## config.mk

```make
export PLATFORM = sky130hd
export DESIGN_NAME = fpu_status_tracker
export DESIGN_NICKNAME = d
export VERILOG_FILES = /design/src/rtl/fpsr_pkg.sv /design/src/rtl/fpsr_excmap.sv /design/src/rtl/fpsr_regfile.sv /design/src/rtl/fpsr_trapgen.sv /design/src/rtl/fpsr_modedec.sv /design/src/rtl/fpu_status_tracker.sv
export SDC_FILE = /design/constraint.sdc
export NUM_CORES = 1
export LEC_CHECK = 0
export ABC_AREA = 0
export BUFFER_PORTS_ARGS = -buffer_cell sky130_fd_sc_hd__buf_4
export CAP_MARGIN = 20
export CORE_ASPECT_RATIO = 0.8
export CORE_UTILIZATION = 40
export CTS_CLUSTER_DIAMETER = 150
export DETAILED_ROUTE_END_ITERATION = 12
export PLACE_DENSITY_LB_ADDON = 0.15
export SLEW_MARGIN = 20
export SYNTH_ARGS = -nofsm -noshare
export SYNTH_HDL_FRONTEND = slang
export SYNTH_HIERARCHICAL = 1
export SYNTH_SLANG_ARGS = --single-unit
```

## constraint.sdc

```tcl
create_clock -name clk -period 1.87 [get_ports clk]
set_clock_uncertainty 0.2 [all_clocks]
set_input_delay 0.2805 -clock clk [delete_from_list [all_inputs] [get_ports clk]]
set_output_delay 0.2805 -clock clk [all_outputs]
set_load 0.03 [all_outputs]
```

## src/rtl/fpsr_pkg.sv

```systemverilog
package fpsr_pkg;
  localparam int NEXC     = 5;
  localparam int RM_W     = 2;
  localparam int RM_LO    = 0;
  localparam int FLAG_LO  = 2;
  localparam int EN_LO    = 7;
  localparam int CAUSE_LO = 12;
  localparam int DN_BIT   = 18;
  localparam logic [RM_W-1:0] RM_TOWARD_ZERO = 2'b01;

  function automatic logic [NEXC-1:0] get_field(input logic [31:0] w, input int lo);
    return w[lo +: NEXC];
  endfunction
endpackage

```

## src/rtl/fpsr_excmap.sv

```systemverilog
module fpsr_excmap
  import fpsr_pkg::*;
(
  input  logic            approx,
  input  logic [NEXC-1:0] exc_in,
  output logic [NEXC-1:0] exc_eff
);
  always_comb begin
    exc_eff = exc_in;
    if (approx && (exc_in == '0))
      exc_eff = {{(NEXC-1){1'b0}}, 1'b1};
  end
endmodule

```

## src/rtl/fpsr_regfile.sv

```systemverilog
module fpsr_regfile
  import fpsr_pkg::*;
#(
  parameter int DW = 32,
  parameter logic [DW-1:0] WMASK = 32'h0005_FFFF
) (
  input  logic            clk,
  input  logic            rst,
  input  logic            wr_en,
  input  logic [DW-1:0]   wr_data,
  input  logic            op,
  input  logic [NEXC-1:0] exc,
  output logic [DW-1:0]   word_q,
  output logic [DW-1:0]   word_d,
  output logic            hit
);
  logic [DW-1:0] base;

  always_comb begin
    base   = wr_en ? (wr_data & WMASK) : word_q;
    word_d = base;
    hit    = 1'b0;
    if (op) begin
      word_d[CAUSE_LO +: NEXC] = exc;
      word_d[FLAG_LO  +: NEXC] = base[FLAG_LO +: NEXC] | exc;
      hit = |(exc & base[EN_LO +: NEXC]);
    end
  end

  always_ff @(posedge clk) begin
    if (rst) word_q <= '0;
    else     word_q <= word_d & WMASK;
  end
endmodule

```

## src/rtl/fpsr_trapgen.sv

```systemverilog
module fpsr_trapgen #(
  parameter int CODE_W = 12,
  parameter logic [CODE_W-1:0] CODE = 12'h120
) (
  input  logic              clk,
  input  logic              rst,
  input  logic              hit,
  output logic              req,
  output logic [CODE_W-1:0] code
);
  always_ff @(posedge clk) begin
    if (rst) begin
      req  <= 1'b0;
      code <= '0;
    end else begin
      req  <= hit;
      code <= hit ? CODE : '0;
    end
  end
endmodule

```

## src/rtl/fpsr_modedec.sv

```systemverilog
module fpsr_modedec
  import fpsr_pkg::*;
#(
  parameter int DW = 32
) (
  input  logic          clk,
  input  logic          rst,
  input  logic [DW-1:0] word_d,
  output logic          trunc,
  output logic          flush
);
  always_ff @(posedge clk) begin
    if (rst) begin
      trunc <= 1'b0;
      flush <= 1'b0;
    end else begin
      trunc <= (word_d[RM_LO +: RM_W] == RM_TOWARD_ZERO);
      flush <= word_d[DN_BIT];
    end
  end
endmodule

```

## src/rtl/fpu_status_tracker.sv

```systemverilog
module fpu_status_tracker
  import fpsr_pkg::*;
#(
  parameter int DW = 32,
  parameter int CODE_W = 12,
  parameter logic [DW-1:0] WMASK = 32'h0005_FFFF,
  parameter logic [CODE_W-1:0] TRAP_CODE = 12'h120
) (
  input  logic              clk,
  input  logic              rst,
  input  logic              wr_en,
  input  logic [DW-1:0]     wr_data,
  output logic [DW-1:0]     rd_data,
  input  logic              op_done,
  input  logic [NEXC-1:0]   op_exc,
  input  logic              op_approx,
  output logic              trap_req,
  output logic [CODE_W-1:0] trap_code,
  output logic              rnd_trunc,
  output logic              flush_denorm
);
  logic [NEXC-1:0] exc_eff;
  logic [DW-1:0]   word_q, word_d;
  logic            hit;

  fpsr_excmap u_excmap (
    .approx (op_approx), .exc_in (op_exc), .exc_eff (exc_eff)
  );

  fpsr_regfile #(.DW(DW), .WMASK(WMASK)) u_reg (
    .clk, .rst, .wr_en, .wr_data, .op (op_done), .exc (exc_eff),
    .word_q, .word_d, .hit
  );

  fpsr_trapgen #(.CODE_W(CODE_W), .CODE(TRAP_CODE)) u_trap (
    .clk, .rst, .hit, .req (trap_req), .code (trap_code)
  );

  fpsr_modedec #(.DW(DW)) u_mode (
    .clk, .rst, .word_d (word_d & WMASK), .trunc (rnd_trunc), .flush (flush_denorm)
  );

  assign rd_data = word_q;
endmodule

```

==> flow_summary_export.csv <==
group,metric,value,unit
status,run_status,"finished, final reports clean",
timing,final_hold_violating_endpoints,0,
worst_setup_path,rrSetupSlack,390,ps
logic_synthesis,yosysWarningCount,6,
floorplanning,floorplan.initialDensity,43.4,%
drt,drtIter0Drc,11,
pwr,leakage,0.695,nW
global_route,grt_pass1_wl,2960,µm
logic_synthesis,post_synth_instance_area,0.00109,mm²
floorplanning,dieHeight,48.8,µm
drt,postRouteAntennaNets,0,
timing,worst_case_setup_margin_in_the_final_layout,392,ps
pwr,powerDensity,736,mW/mm²
clock_network,post_cts.repair.setup_buffers,0,
timing,min_period,1480,ps
hold_path,min-delay-path-class,"in -> reg",
pwr,internal-power,0.000684,W
global_route,grt.total_usage,13.5,%
hold_path,worst_hold_path.num_cells,3,
drt,routed_via_density,4.33,
cells_and_area,final_nets,197,
global_route,grt_start_max_net_pins,22,
floorplanning,dieArea,0.00295,mm²
worst_setup_path,critical_path.max_fanout,2,
clock_network,cts-resized-gates,0,
worst_setup_path,worst-endpoint-required,1870,ps
cells_and_area,n_antenna_cell,0,
pwr,netSwitchingFraction,32.9,%
clock_network,clk_pin_slew_worst_paths,110,ps
cells_and_area,num-fill-cells,273,
worst_setup_path,critical_path.reg2reg.endpoint,"u_trap/code[5]",
drt,total_length_of_routed_wires,2050,µm
pwr,maximum_vdd_ir_drop,412,µV
pwr,total_power,0.00102,W
placement,detailed_place.area,0.00136,mm²
pwr,power_frac_comb,31.0,%
timing,rsz0062_at_grt,"no",
clock_network,cts.htree.levels,1,
clock_network,cts-buffers-inserted,3,
placement,numPortBuffers,50,
placement,gp_routability_congestion,0.679,
drt,num_vias,822,
floorplanning,std_cell_rows,16,
logic_synthesis,syn_inst,111,
flow_run,cap_violations,0,
drt,drc_errors,0,
worst_setup_path,worst_setup_path_start_kind,"flop",
worst_setup_path,setup.worst_path.end_class,"flop",
timing,fmaxAchievable,0.676,GHz
worst_setup_path,cp_data_arrival_time,1480,ps
pwr,total_switching_power,0.000335,W
pwr,clock_power_share,20.8,%
worst_setup_path,ff2ff_path_depth,4,
global_route,globalRoute.totalOverflow,0,
timing,final_min_period_over_clock_period,79.1,%
drt,drt-wirelength-per-cell,10.8,µm
timing,drv_slew,0,
global_route,first_global_vias,692,
clock_network,cts.sinks,21,
cells_and_area,post_route_cells_drive_above_1_share,41.6,%
logic_synthesis,post_synth.cell_area_avg,9.85,µm²
hold_path,holdCritStartpoint,"wr_data[2]",
global_route,antenna_found_initial,0,
cells_and_area,area_growth_syn_to_fin,26.5,%
floorplanning,ioPinCount,89,
pwr,power.share.sequential,48.2,%
clock_network,ctsRootBufferMaster,"clkbuf_4",
floorplanning,core_area,0.00252,mm²
drt,drtPass1Iterations,4,
clock_network,cts_hold_buf,0,
placement,preCtsSetupSlack,141,ps
cells_and_area,post_route_cell_area,0.00138,mm²
timing,final_setup_fails,0,
worst_setup_path,worstReg2RegStart,"u_reg/word_q[10]",
hold_path,timing.hold.worst_endpoint,"u_reg/word_q[2]",
timing,setup_total_negative_slack,0,ps
clock_network,clk-insertion-delay-late,300,ps
floorplanning,die_w,60.5,µm
worst_setup_path,criticalPathCategory,"reg -> reg",
clock_network,tritoncts,"done",
placement,place_hpwl,1610,µm
clock_network,clock_path_buffers,2,
-- worst max-delay path, stage by stage (launching register included) --
cell,delay (ps)
dfxtp_1,320
mux2_4,270
a222oi_1,360
a21boi_1,100
nor2b_4,130
-- final cells by class --
type	count	area, µm²	share of cell area, %
clock buffers	4	26.3	1.90
multi-input cells	78	509	36.8
flip-flops and latches	21	420	30.4
well taps	36	45.0	3.25
repair buffers	51	383	27.7
-- placed cells by master (no fill, tap or decap) --
master	n
mux2i_1	10
o21ai_0	5
mux2_4	1
a21boi_1	1
nand2_1	5
o21bai_1	1
nor2b_1	14
clkbuf_1	1
a222oi_1	1
nor3b_2	1
a21oi_1	5
dfxtp_1	21
or4b_1	1
buf_4	51
nor2b_4	1
a22oi_1	1
conb_1	24
clkbuf_4	3
mux2_2	7
-- per-stage QoR --
| stage | std cells | util, % | hold slack (ps) |
|---|---|---|---|
| 6_report | 190 | 54.9 | 62.5 |
| 5_1_grt | 190 | 54.9 | 59.5 |
| 4_1_cts | 190 | 54.9 | 58.0 |
| 3_5_place_dp | 186 | 53.8 | 340 |
| 3_3_place_gp | 186 | 53.8 | 334 |
| 2_1_floorplan | 133 | - | 145 |
-- routing by layer --
layer | part of all wire, % | vias up | GRT usage [%]
met1 | 42 | 376 | 14.7
met2 | 50 | 42 | 24.2
li1 | - | 402 | -
met3 | 7.3 | 2 | 4.81
met4 | 0.73 | 0 | 3.41
met5 | 0 | - | 0
-- worst max path at each step --
stage,startpoint,slack (ps),endpoint
final,u_reg/word_q[10],390,u_trap/code[5]
after global routing,u_reg/word_q[10],360,u_trap/code[5]
after CTS,u_reg/word_q[10],390,u_trap/code[5]
after detailed placement,op_exc[1],140,u_trap/code[5]
after global placement,op_exc[1],150,u_trap/code[5]
after floorplan,op_exc[1],230,u_trap/code[5]
-- state kept, by name (all words and copies together) (netlist names) --
signal and flops:
u_mode/flush 1, u_trap/code 1, u_mode/trunc 1, u_reg/word_q 18
-- power groups by stage --
stage               Clock, W  Sequential (W)  Combinational [W]
floorplan                  0        0.000560           0.000196
global placement           0        0.000500           0.000315
detailed placement         0        0.000502           0.000317
CTS                 0.000223        0.000492           0.000317
global route        0.000236        0.000494           0.000334
finish              0.000212        0.000491           0.000316
No activity file was read; power rests on OpenSTA's default activity.
